`src/rtl/wkup_pkg.sv`:
```
package wkup_pkg;

    typedef enum logic [2:0] {
        ST_HIBERNATE = 3'd0,
        ST_SETTLE    = 3'd1,
        ST_ARM       = 3'd2,
        ST_MEASURE   = 3'd3,
        ST_AWAKE     = 3'd4
    } wkup_state_e;

    function automatic logic is_active(input wkup_state_e s);
        return (s == ST_SETTLE) || (s == ST_ARM) || (s == ST_MEASURE);
    endfunction

endpackage

```
`src/rtl/wkup_sync.sv`:
```
module wkup_sync #(
    parameter int STAGES = 2
) (
    input  logic clk,
    input  logic rst_n,
    input  logic din,
    output logic rise
);
    localparam int LAST = STAGES - 1;

    logic [STAGES-1:0] chain_q;
    logic              prev_q;

    generate
        if (STAGES == 1) begin : g_single
            always_ff @(posedge clk or negedge rst_n) begin
                if (!rst_n) chain_q <= '0;
                else        chain_q <= din;
            end
        end else begin : g_multi
            always_ff @(posedge clk or negedge rst_n) begin
                if (!rst_n) chain_q <= '0;
                else        chain_q <= {chain_q[STAGES-2:0], din};
            end
        end
    endgenerate

    always_ff @(posedge clk or negedge rst_n) begin
        if (!rst_n) prev_q <= 1'b0;
        else        prev_q <= chain_q[LAST];
    end

    assign rise = chain_q[LAST] & ~prev_q;

    // a detected edge lasts exactly one cycle
    AST_RISE_SINGLE: assert property (@(posedge clk) disable iff (!rst_n)
        rise |=> !rise);

endmodule

```
`src/rtl/wkup_period_meter.sv`:
```
module wkup_period_meter #(
    parameter int PER_W = 8
) (
    input  logic             clk,
    input  logic             rst_n,
    input  logic             run,
    input  logic             restart,
    input  logic             widen,
    input  logic [PER_W-1:0] min_per,
    input  logic [PER_W-1:0] max_per,
    input  logic [PER_W-1:0] margin,
    output logic             in_win
);
    localparam logic [PER_W-1:0] PER_MAX = '1;
    localparam logic [PER_W-1:0] PER_ONE = PER_W'(1);

    logic [PER_W-1:0] per_q;
    logic [PER_W:0]   hi_sum;
    logic [PER_W-1:0] lo_bound;
    logic [PER_W-1:0] hi_bound;

    // elapsed cycles since the last rising edge, saturating
    always_ff @(posedge clk or negedge rst_n) begin
        if (!rst_n)                          per_q <= '0;
        else if (restart)                    per_q <= PER_ONE;
        else if (run && (per_q != PER_MAX))  per_q <= per_q + PER_ONE;
    end

    // hysteretic bounds
    assign hi_sum = {1'b0, max_per} + {1'b0, margin};

    always_comb begin
        if (widen) begin
            lo_bound = (margin >= min_per) ? '0 : (min_per - margin);
            hi_bound = hi_sum[PER_W] ? PER_MAX : hi_sum[PER_W-1:0];
        end else begin
            lo_bound = min_per;
            hi_bound = max_per;
        end
    end

    assign in_win = (per_q >= lo_bound) && (per_q <= hi_bound);

    AST_PER_SATURATE: assert property (@(posedge clk) disable iff (!rst_n)
        (per_q == PER_MAX && !restart) |=> per_q == PER_MAX);

    AST_RESTART_ONE: assert property (@(posedge clk) disable iff (!rst_n)
        restart |=> per_q == PER_ONE);

endmodule

```
`src/rtl/wkup_watchdog.sv`:
```
module wkup_watchdog #(
    parameter int WD_W = 12
) (
    input  logic            clk,
    input  logic            rst_n,
    input  logic            load,
    input  logic            run,
    input  logic [WD_W-1:0] reload_val,
    output logic            expired
);
    logic [WD_W-1:0] wd_q;

    always_ff @(posedge clk or negedge rst_n) begin
        if (!rst_n)                     wd_q <= '0;
        else if (load)                  wd_q <= reload_val;
        else if (run && (wd_q != '0))   wd_q <= wd_q - WD_W'(1);
    end

    assign expired = run && (wd_q == '0);

    AST_WD_LOADED: assert property (@(posedge clk) disable iff (!rst_n)
        load |=> wd_q == $past(reload_val));

    AST_WD_FROZEN: assert property (@(posedge clk) disable iff (!rst_n)
        (!run && !load) |=> $stable(wd_q));

endmodule

```
`src/rtl/wkup_validator.sv`:
```
module wkup_validator
    import wkup_pkg::*;
#(
    parameter int CNT_W        = 4,
    parameter int PER_W        = 8,
    parameter int WD_W         = 12,
    parameter int SETTLE_TICKS = 4,
    parameter int SYNC_STAGES  = 2
) (
    input  logic             clk,
    input  logic             rst_n,
    input  logic             comp_in,
    input  logic [CNT_W-1:0] cfg_cycles,
    input  logic [PER_W-1:0] cfg_min_per,
    input  logic [PER_W-1:0] cfg_max_per,
    input  logic [PER_W-1:0] cfg_margin,
    input  logic [WD_W-1:0]  cfg_wdog,
    input  logic             done_clr,
    output logic             trx_en,
    output logic             osc_en
);
    localparam int ST_W = (SETTLE_TICKS > 1) ? $clog2(SETTLE_TICKS) : 1;
    localparam logic [ST_W-1:0]  SETTLE_LAST = ST_W'(SETTLE_TICKS - 1);
    localparam logic [CNT_W-1:0] CNT_ONE     = CNT_W'(1);

    wkup_state_e state_q, state_d;

    // configuration captured while hibernating
    logic [CNT_W-1:0] cyc_cfg_q;
    logic [PER_W-1:0] min_cfg_q;
    logic [PER_W-1:0] max_cfg_q;
    logic [PER_W-1:0] mrg_cfg_q;
    logic [WD_W-1:0]  wd_cfg_q;

    logic [CNT_W-1:0] cnt_q, cnt_d;
    logic [ST_W-1:0]  settle_q;
    logic [CNT_W-1:0] need;
    logic [CNT_W:0]   cnt_inc;

    logic rise;
    logic in_win;
    logic wd_expired;
    logic wake_ev, start_ev, accept_ev, reach;
    logic wd_load, wd_run, meter_run, settle_done;

    wkup_sync #(.STAGES(SYNC_STAGES)) u_sync (
        .clk  (clk),
        .rst_n(rst_n),
        .din  (comp_in),
        .rise (rise)
    );

    wkup_period_meter #(.PER_W(PER_W)) u_meter (
        .clk    (clk),
        .rst_n  (rst_n),
        .run    (meter_run),
        .restart(rise),
        .widen  (cnt_q != '0),
        .min_per(min_cfg_q),
        .max_per(max_cfg_q),
        .margin (mrg_cfg_q),
        .in_win (in_win)
    );

    wkup_watchdog #(.WD_W(WD_W)) u_wdog (
        .clk       (clk),
        .rst_n     (rst_n),
        .load      (wd_load),
        .run       (wd_run),
        .reload_val(wd_cfg_q),
        .expired   (wd_expired)
    );

    // configuration capture
    always_ff @(posedge clk or negedge rst_n) begin
        if (!rst_n) begin
            cyc_cfg_q <= '0;
            min_cfg_q <= '0;
            max_cfg_q <= '0;
            mrg_cfg_q <= '0;
            wd_cfg_q  <= '0;
        end else if (state_q == ST_HIBERNATE) begin
            cyc_cfg_q <= cfg_cycles;
            min_cfg_q <= cfg_min_per;
            max_cfg_q <= cfg_max_per;
            mrg_cfg_q <= cfg_margin;
            wd_cfg_q  <= cfg_wdog;
        end
    end

    // event decode
    assign need        = (cyc_cfg_q == '0) ? CNT_ONE : cyc_cfg_q;
    assign cnt_inc     = {1'b0, cnt_q} + {1'b0, CNT_ONE};
    assign reach       = cnt_inc >= {1'b0, need};
    assign wake_ev     = (state_q == ST_HIBERNATE) && rise;
    assign start_ev    = (state_q == ST_ARM) && rise;
    assign accept_ev   = (state_q == ST_MEASURE) && rise && in_win;
    assign wd_load     = wake_ev || start_ev || accept_ev;
    assign wd_run      = is_active(state_q);
    assign meter_run   = (state_q == ST_ARM) || (state_q == ST_MEASURE);
    assign settle_done = (settle_q == SETTLE_LAST);

    // settle tick counter
    always_ff @(posedge clk or negedge rst_n) begin
        if (!rst_n)                                settle_q <= '0;
        else if (wake_ev)                          settle_q <= '0;
        else if (state_q == ST_SETTLE && !settle_done) settle_q <= settle_q + ST_W'(1);
    end

    // next state
    always_comb begin
        state_d = state_q;
        unique case (state_q)
            ST_HIBERNATE: begin
                if (rise) state_d = ST_SETTLE;
            end
            ST_SETTLE: begin
                if (wd_expired)       state_d = ST_HIBERNATE;
                else if (settle_done) state_d = ST_ARM;
            end
            ST_ARM: begin
                if (rise)             state_d = ST_MEASURE;
                else if (wd_expired)  state_d = ST_HIBERNATE;
            end
            ST_MEASURE: begin
                if (accept_ev) begin
                    if (reach) state_d = ST_AWAKE;
                end else if (wd_expired) begin
                    state_d = ST_HIBERNATE;
                end
            end
            ST_AWAKE: begin
                if (done_clr) state_d = ST_HIBERNATE;
            end
            default: state_d = ST_HIBERNATE;
        endcase
    end

    // consecutive-period run count
    always_comb begin
        cnt_d = cnt_q;
        unique case (state_q)
            ST_HIBERNATE, ST_SETTLE, ST_ARM: cnt_d = '0;
            ST_MEASURE: begin
                if (accept_ev)       cnt_d = cnt_inc[CNT_W-1:0];
                else if (rise)       cnt_d = '0;
                else if (wd_expired) cnt_d = '0;
            end
            ST_AWAKE: begin
                if (done_clr) cnt_d = '0;
            end
            default: cnt_d = '0;
        endcase
    end

    // state register
    always_ff @(posedge clk or negedge rst_n) begin
        if (!rst_n) begin
            state_q <= ST_HIBERNATE;
            cnt_q   <= '0;
        end else begin
            state_q <= state_d;
            cnt_q   <= cnt_d;
        end
    end

    // registered outputs
    always_ff @(posedge clk or negedge rst_n) begin
        if (!rst_n) begin
            trx_en <= 1'b0;
            osc_en <= 1'b0;
        end else begin
            trx_en <= (state_d == ST_AWAKE);
            osc_en <= is_active(state_d);
        end
    end

    AST_WAKE_OSC: assert property (@(posedge clk) disable iff (!rst_n)
        (state_q == ST_HIBERNATE && rise) |=> osc_en);

    AST_HIB_QUIET: assert property (@(posedge clk) disable iff (!rst_n)
        (state_q == ST_HIBERNATE) |-> (!osc_en && !trx_en));

    AST_EN_EXCL: assert property (@(posedge clk) disable iff (!rst_n)
        !(trx_en && osc_en));

    AST_CNT_CAP: assert property (@(posedge clk) disable iff (!rst_n)
        cnt_q <= need);

    AST_MISS_CLEARS: assert property (@(posedge clk) disable iff (!rst_n)
        (state_q == ST_MEASURE && rise && !in_win) |=> cnt_q == '0);

    AST_TRX_HOLD: assert property (@(posedge clk) disable iff (!rst_n)
        (trx_en && !done_clr) |=> trx_en);

    AST_DONE_DROP: assert property (@(posedge clk) disable iff (!rst_n)
        (trx_en && done_clr) |=> (!trx_en && !osc_en));

    AST_WD_FORCE: assert property (@(posedge clk) disable iff (!rst_n)
        (wd_expired && !wd_load) |=> (state_q == ST_HIBERNATE && cnt_q == '0));

    AST_EDGE_WINS: assert property (@(posedge clk) disable iff (!rst_n)
        (wd_expired && wd_load) |=> (osc_en || trx_en));

    AST_CFG_FROZEN: assert property (@(posedge clk) disable iff (!rst_n)
        (state_q == ST_ARM || state_q == ST_MEASURE) |=> $stable(cyc_cfg_q));

endmodule

```
`config.mk`:
```
export PLATFORM = sky130hd
export DESIGN_NAME = wkup_validator
export DESIGN_NICKNAME = d
export VERILOG_FILES = /design/src/rtl/wkup_pkg.sv /design/src/rtl/wkup_sync.sv /design/src/rtl/wkup_period_meter.sv /design/src/rtl/wkup_watchdog.sv /design/src/rtl/wkup_validator.sv
export SDC_FILE = /design/constraint.sdc
export NUM_CORES = 1
export LEC_CHECK = 0
export BUFFER_PORTS_ARGS = -buffer_cell sky130_fd_sc_hd__buf_2
export CORE_MARGIN = 3
export CORE_UTILIZATION = 59
export CTS_CLUSTER_DIAMETER = 50
export CTS_CLUSTER_SIZE = 8
export DETAILED_ROUTE_END_ITERATION = 12
export PLACE_DENSITY_LB_ADDON = 0.12
export SYNTH_ARGS = -nofsm -noshare
export SYNTH_HDL_FRONTEND = slang
export SYNTH_SLANG_ARGS = --single-unit
```
`constraint.sdc`:
```
create_clock -name clk -period 5.45 [get_ports clk]
set_input_delay 0.2725 -clock clk [delete_from_list [all_inputs] [get_ports clk]]
set_output_delay 0.2725 -clock clk [all_outputs]
set_load 0.05 [all_outputs]
```
* Word level (Yosys, flattened, before mapping)
Cells that the tools add are included.
W data, S select, Z words.
** Cells by class
- Bitwise operators :: 2
- Magnitude comparators :: 4
- Mux-type cells :: 25
- Add/subtract/negate cells :: 6
- Reductions and logical operators :: 26
- Equal/unequal tests :: 12
** Operator list (number)
- $mux W8 :: 6
- $mux W12 :: 2
- $mux W3 :: 8
- $mux W4 :: 5
- $ge A8 B8 Y1 :: 2
- $pmux W3 S5 :: 1
- $eq A3 B2 Y1 const B :: 4
- $logic_not A12 Y1 :: 1
- $reduce_bool A12 Y1 :: 1
- $sub A12 B1 Y12 const B :: 1
- $add A8 B8 Y9 :: 1
- $logic_and A1 B1 Y1 :: 9
- $add A8 B1 Y8 const B :: 1
- $le A8 B8 Y1 :: 1
- $ne A8 B8 Y1 const B :: 1
- $pmux W4 S2 :: 1
- $sub A8 B8 Y8 :: 1
- $logic_or A1 B1 Y1 :: 7
- $eq A3 B1 Y1 const B :: 2
- $eq A3 B3 Y1 const B :: 2
- $reduce_bool A2 Y1 :: 3
- $add A4 B1 Y5 const B :: 1
- $ge A5 B4 Y1 :: 1
- $logic_not A4 Y1 :: 1
- other kinds (11) :: 12
** Storage, ports and cells
- Bits of input ports :: 44
- Word-level logic and storage cells :: 89
- Output and inout port bits :: 2
- Register bits :: 74

* Longest topological paths before layout
- Depth in word-level cells :: 11
- Depth in mapped cells :: 18
- Mapped depth without buffers :: 17

* By module
From an unflattened synthesis, not the netlist that was laid out.
** Second synthesis, totals
- Cell total of the unflattened synthesis :: 444
- Area, all modules :: 4613.2 um^2
** Modules (own cells, without submodules)
- wkup_validator :: sequential area each 1276.2 um^2, cells an instance 165, area an instance 2210.9 um^2, times used 1
- wkup_period_meter :: sequential area each 200.2 um^2, cells an instance 190, area an instance 1540.2 um^2, times used 1
- wkup_watchdog :: sequential area each 300.3 um^2, cells an instance 85, area an instance 773.2 um^2, times used 1
- wkup_sync :: sequential area each 75.1 um^2, cells an instance 4, area an instance 88.8 um^2, times used 1

* Least setup slack after synthesis
OpenSTA, ideal clock, no wires.
- Path kind :: register -> register
- Start :: register max_cfg_q[0]
- End :: register u_wdog.wd_q[10]
- Library setup time :: 0.125 ns
- Arrival time :: 3.687 ns
- Buffers on the path :: 1
- Data required time :: 5.325 ns
- Path slack :: 1.639 ns
- Period minus slack after synthesis :: 3.811 ns
- Cell stages (with the launch flop) :: 17
- Cells stage by stage :: dfrtp_1 > ha_1 > fa_1 > a21o_1 > a21oi_1 > o211ai_1 > a21oi_1 > o21ai_0 > o22ai_1 > ha_1 > nor2b_1 > o21ai_0 > a21oi_1 > a2111oi_2 > or2_1 > buf_2 > mux2_2
** On the way
- Longest elaborated chain between the ends :: 8
- Elaborated cells between the ends (all ways) :: 9
- Classes of those cells :: 1 x add/sub; 1 x order compare; 3 x mux; 4 x reduce/logical
** RTL lines
- start: declaration :: RTL line wkup_validator.sv:31 : logic [PER_W-1:0] max_cfg_q;
- start signal: assignment :: RTL line wkup_validator.sv:85 : max_cfg_q <= cfg_max_per;
- $add A8 B8 Y9 :: RTL line wkup_period_meter.sv:30 : assign hi_sum = {1'b0, max_per} + {1'b0, margin};
- $mux W8 :: RTL line wkup_period_meter.sv:35 : hi_bound = hi_sum[PER_W] ? PER_MAX : hi_sum[PER_W-1:0];
- $mux W8 * :: RTL line wkup_period_meter.sv:33 : if (widen) begin
- $le A8 B8 Y1 * :: RTL line wkup_period_meter.sv:42 : assign in_win = (per_q >= lo_bound) && (per_q <= hi_bound);
- $logic_and A1 B1 Y1 * :: RTL line wkup_period_meter.sv:42
- $logic_and A1 B1 Y1 * :: RTL line wkup_validator.sv:97 : assign accept_ev = (state_q == ST_MEASURE) && rise && in_win;
- $logic_or A1 B1 Y1 * :: RTL line wkup_validator.sv:98 : assign wd_load = wake_ev || start_ev || accept_ev;
- $mux W12 / $reduce_bool A2 Y1 (equally long branches)
- end signal: assignment :: RTL line wkup_watchdog.sv:15 : else if (load) wd_q <= reload_val;
- end signal: assignment :: RTL line wkup_watchdog.sv:16 : else if (run && (wd_q != '0)) wd_q <= wd_q - WD_W'(1);
- end: declaration :: RTL line wkup_watchdog.sv:11 : logic [WD_W-1:0] wd_q;
Mark *: on every way between the ends. The rest lies on a longest branch, timed or not.
A chain may end at the register's enable or synchronous reset.

* Worst setup path in the final report
- Start :: register mrg_cfg_q[0]
- End :: register u_wdog.wd_q[9]
** On the way
- Longest elaborated chain between the ends :: 8
- Elaborated cells between the ends (all ways) :: 14
- Classes of those cells :: 2 x add/sub; 3 x order compare; 5 x mux; 4 x reduce/logical
** RTL lines
- start: declaration :: RTL line wkup_validator.sv:32 : logic [PER_W-1:0] mrg_cfg_q;
- start signal: assignment :: RTL line wkup_validator.sv:86 : mrg_cfg_q <= cfg_margin;
- $sub A8 B8 Y8 (tied with other cells) :: RTL line wkup_period_meter.sv:34 : lo_bound = (margin >= min_per) ? '0 : (min_per - margin);
- $mux W8, on equally long branches :: RTL line wkup_period_meter.sv:34, wkup_period_meter.sv:35
- $mux W8 :: RTL line wkup_period_meter.sv:33
- $ge A8 B8 Y1 / $le A8 B8 Y1 (equally long branches) :: RTL line wkup_period_meter.sv:42
- $logic_and A1 B1 Y1 * :: RTL line wkup_period_meter.sv:42
- $logic_and A1 B1 Y1 * :: RTL line wkup_validator.sv:97
- $logic_or A1 B1 Y1 * :: RTL line wkup_validator.sv:98
- $mux W12 / $reduce_bool A2 Y1 (equally long branches)
Marks and branches as above.

==> metrics.csv <==
stage,metric,value,unit
status,outcome,completed,
sta,Max-slew headroom,37.8,%
synthesis,register area share after synthesis,41.3,%
grt,gr ovfl total,0,
floorplan,I/O pin count,46,
setup_path,Crit path largest cell delay,430,ps
cells_and_area,ant diodes,0,
synthesis,Mapped Area,0.00449,mm^2
worst_hold_path,Worst Hold Class,in -> reg,
sta,final hold slack,22.3,ps
setup_path,Critical Path RT,5680,ps
cts,# hold bufs at CTS,0,
grt,gr usage total,22.0,%
synthesis,syn nets,525,
cells_and_area,Final Core Density,67.9,%
setup_path,crit path DAT,4760,ps
grt,global-route wire length before repair,15300,um
cts,clk_lat worst skew,350,ps
power_and_ir_drop,VDD IR max,0.000298,V
power_and_ir_drop,Leak Pwr,2.29,nW
synthesis,top_reg_cell synth,dfrtp_1,
sta,count of final setup violators,0,
sta,setup_tns,0,ps
sta,"Slew Viols, Final",0,
route,drt total wl,9080,um
place,worst slack at placement,971,ps
setup_path,CP top delay family,compound AO/OA/AOI/OAI gates,
setup_path,CP cell instances,"ha_1, fa_1, a21o_1, a21oi_1, o211ai_1, a21oi_1, o21ai_0, o22ai_1, ha_1, and2_1, o21ai_0, a21oi_1, a2111oi_2, buf_4, or2_1, mux2_2",
synthesis,Cell variety after synth,56,
floorplan,Rows,31,
synthesis,ranking of synthesized cells by area,"dfrtp_1 (41%), ha_1 (11%), mux2_2 (9.5%)",
place,routability cong.,0.959,
cts,CTS resizes,0,
cts,Longest Clk Path Bufs,2,
sta,final period utilization,83.1,%
floorplan,Core Box Area,0.00733,mm^2
grt,initial antenna violation count,0,
cts,Root Driver,clkbuf_8,
cells_and_area,layout net count,572,
cts,Worst-path clk slew,80,ps
setup_path,startpoint types,register,
synthesis,"FFs w/ async S/R, synth",100,%
grt,largest net degree at the start of global routing,75,
cells_and_area,area growth from synthesis to layout,11.0,%
power_and_ir_drop,Pwr Density,582,mW/mm^2
setup_path,Worst Path Buf+Inv,1,
cells_and_area,layout cells sized above 1,22.2,%
sta,Max Fclk,221,MHz
setup_path,Most common cell on crit path,a21oi_1,
cells_and_area,Post-Layout Cell Count,589,
setup_path,critical path class,reg -> reg,
sta,Final Hold Vio Count,0,
grt,vias in the first global route,3292,
route,Vias per Instance,5.74,
sta,Slew @ Worst Pin,933,ps
sta,Final WS setup,922,ps
synthesis,Syn Inst Count,438,
route,Vias,3381,
place,IO Port Bufs,45,
sta,unrepaired setup endpoints after global routing,no,
setup_path,worst-path fanout max,12,
sta,Tmin final,4530,ps
synthesis,Synth top area share,41.3,%
route,DRC viols,0,
synthesis,Synth Warn #,0,
cts,H-tree depth,3,
cts,TritonCTS Buffers,9,
synthesis,Synth Register Bits,74,
floorplan,Die H,93.2,um
setup_path,CP Capture Type,register,
floorplan,initial core utilization,61.2,%
place,Inst Count DP,573,
route,post-route ant nets,0,
route,routed length per placed instance,15.4,um
synthesis,number of synthesized flops with an enable pin,0,
flow_run,Max Cap Viol,0,
cts,Post CTS Setup Buffer Count,0,
route,DR pass1 iterations,6,
sta,clk_skew,9.59,ps
synthesis,cell taking the most area after synthesis,dfrtp_1,
place,Final HPWL DP,6670,um
cts,Sink Count,74,
floorplan,die area,0.00869,mm^2
route,1st-iter DRT viols,186,
cts,CTS tree,yes,
synthesis,Syn Area/Cell,10.2,um^2
setup_path,Critical-path top delay cell,dfrtp_1,
floorplan,die width,93.2,um
cells in the mapped netlist, types with 3 or more instances:
cell type   n
xnor2_1    11
a21oi_1    21
a211oi_1    3
dfrtp_1    74
nand4_1     8
xor2_1     10
mux2_2     38
o22ai_1     5
nor2_1     19
inv_1      25
a22oi_1     9
buf_2       6
a21o_1      4
nand2b_1    7
nor2b_1     6
nand2_1    39
o211ai_1    3
ha_1       41
nand3_1    11
nor4_1      3
or3_1       4
clkbuf_1    4
o21ai_0    37
nor3_1     11
report_power, final:
group,internal (W),switching (W)
clock,0.000180,0.000212
combinational,0.000717,0.000781
sequential,0.000781,0.000224
state kept, by name (all words and copies together), names as in the netlist:
| name | flops |
|---|---|
| u_wdog.wd_q | 12 |
| wd_cfg_q | 12 |
| max_cfg_q | 8 |
| min_cfg_q | 8 |
| mrg_cfg_q | 8 |
| u_meter.per_q | 8 |
| cnt_q | 4 |
| cyc_cfg_q | 4 |
| state_q | 3 |
| settle_q | 2 |
| u_sync.chain_q | 2 |
| osc_en | 1 |
| trx_en | 1 |
| u_sync.prev_q | 1 |
kinds of logic after synthesis:
group	count (synthesis)	synth area share [%]
simple gates	123	14.8
flops	74	41.3
buf+inv	36	3.35
compound gates	101	14.1
xor+xnor	21	4.10
mux	40	10.0
fa+ha+maj	43	12.3
cells in the final DEF, fill, tap and decap left out, types with 2 or more instances in the layout:
master,n
dfrtp_1,74
buf_2,44
ha_1,41
nand2_1,39
mux2_2,38
o21ai_0,37
inv_1,25
a21oi_1,21
nor2_1,19
xnor2_1,11
nand3_1,11
xor2_1,10
nor3_1,10
clkbuf_8,10
a22oi_1,9
nand4_1,8
nand2b_1,7
nor2b_1,6
o22ai_1,5
a21o_1,4
or3_1,4
o211ai_1,3
nor4_1,3
a211oi_1,3
buf_4,3
and2_1,2
a31oi_1,2
o21a_1,2
nor4_4,2
a22o_1,2
nand3_2,2
fa_1,2
inv_6,2
clkinvlp_4,2
cell type report:
class / instances / area (um^2)
multi-input combinational: 328 / 2490
fill: 597 / 2350
sequential: 74 / 1850
timing repair buffer: 47 / 243
clock buffer: 11 / 141
tap: 99 / 124
inverter: 25 / 93.8
clock inverter: 5 / 37.5
through the flow:
stage	instance area [um^2]	power (W)
2_1_floorplan	4490	0.00217
3_3_place_gp	4800	0.00244
3_5_place_dp	4800	0.00250
4_1_cts	4980	0.00291
5_1_grt	4980	0.00316
6_report	4980	0.00290
final timing paths:
check                                                    to  slack, ps                   startpoint  cells after the start
worst max register to register   u_wdog.wd_q[9]$_DFFE_PN0P_        920     mrg_cfg_q[0]$_DFFE_PN0N_                     16
min in group asynchronous          mrg_cfg_q[2]$_DFFE_PN0N_         50                        rst_n                      1
worst min-delay path            u_sync.chain_q[0]$_DFF_PN0_         20                      comp_in                      1
worst min register to register  u_sync.chain_q[1]$_DFF_PN0_        350  u_sync.chain_q[0]$_DFF_PN0_                      0
worst max-delay path             u_wdog.wd_q[9]$_DFFE_PN0P_        920     mrg_cfg_q[0]$_DFFE_PN0N_                     16
max in group asynchronous          min_cfg_q[2]$_DFFE_PN0N_       4780                        rst_n                      1
metal layers:
metal | vias to the layer above | wire length, um | share of wire, % | global-route usage, %
met1 | 1628 | 4410 | 48 | 30.5
met3 | 6 | 333 | 3.7 | 5.07
met5 | - | 0 | 0 | 0
li1 | 1686 | - | - | -
met2 | 61 | 4290 | 47 | 35.0
met4 | 0 | 55 | 0.61 | 5.37
No activity file was read; power rests on OpenSTA's default activity.
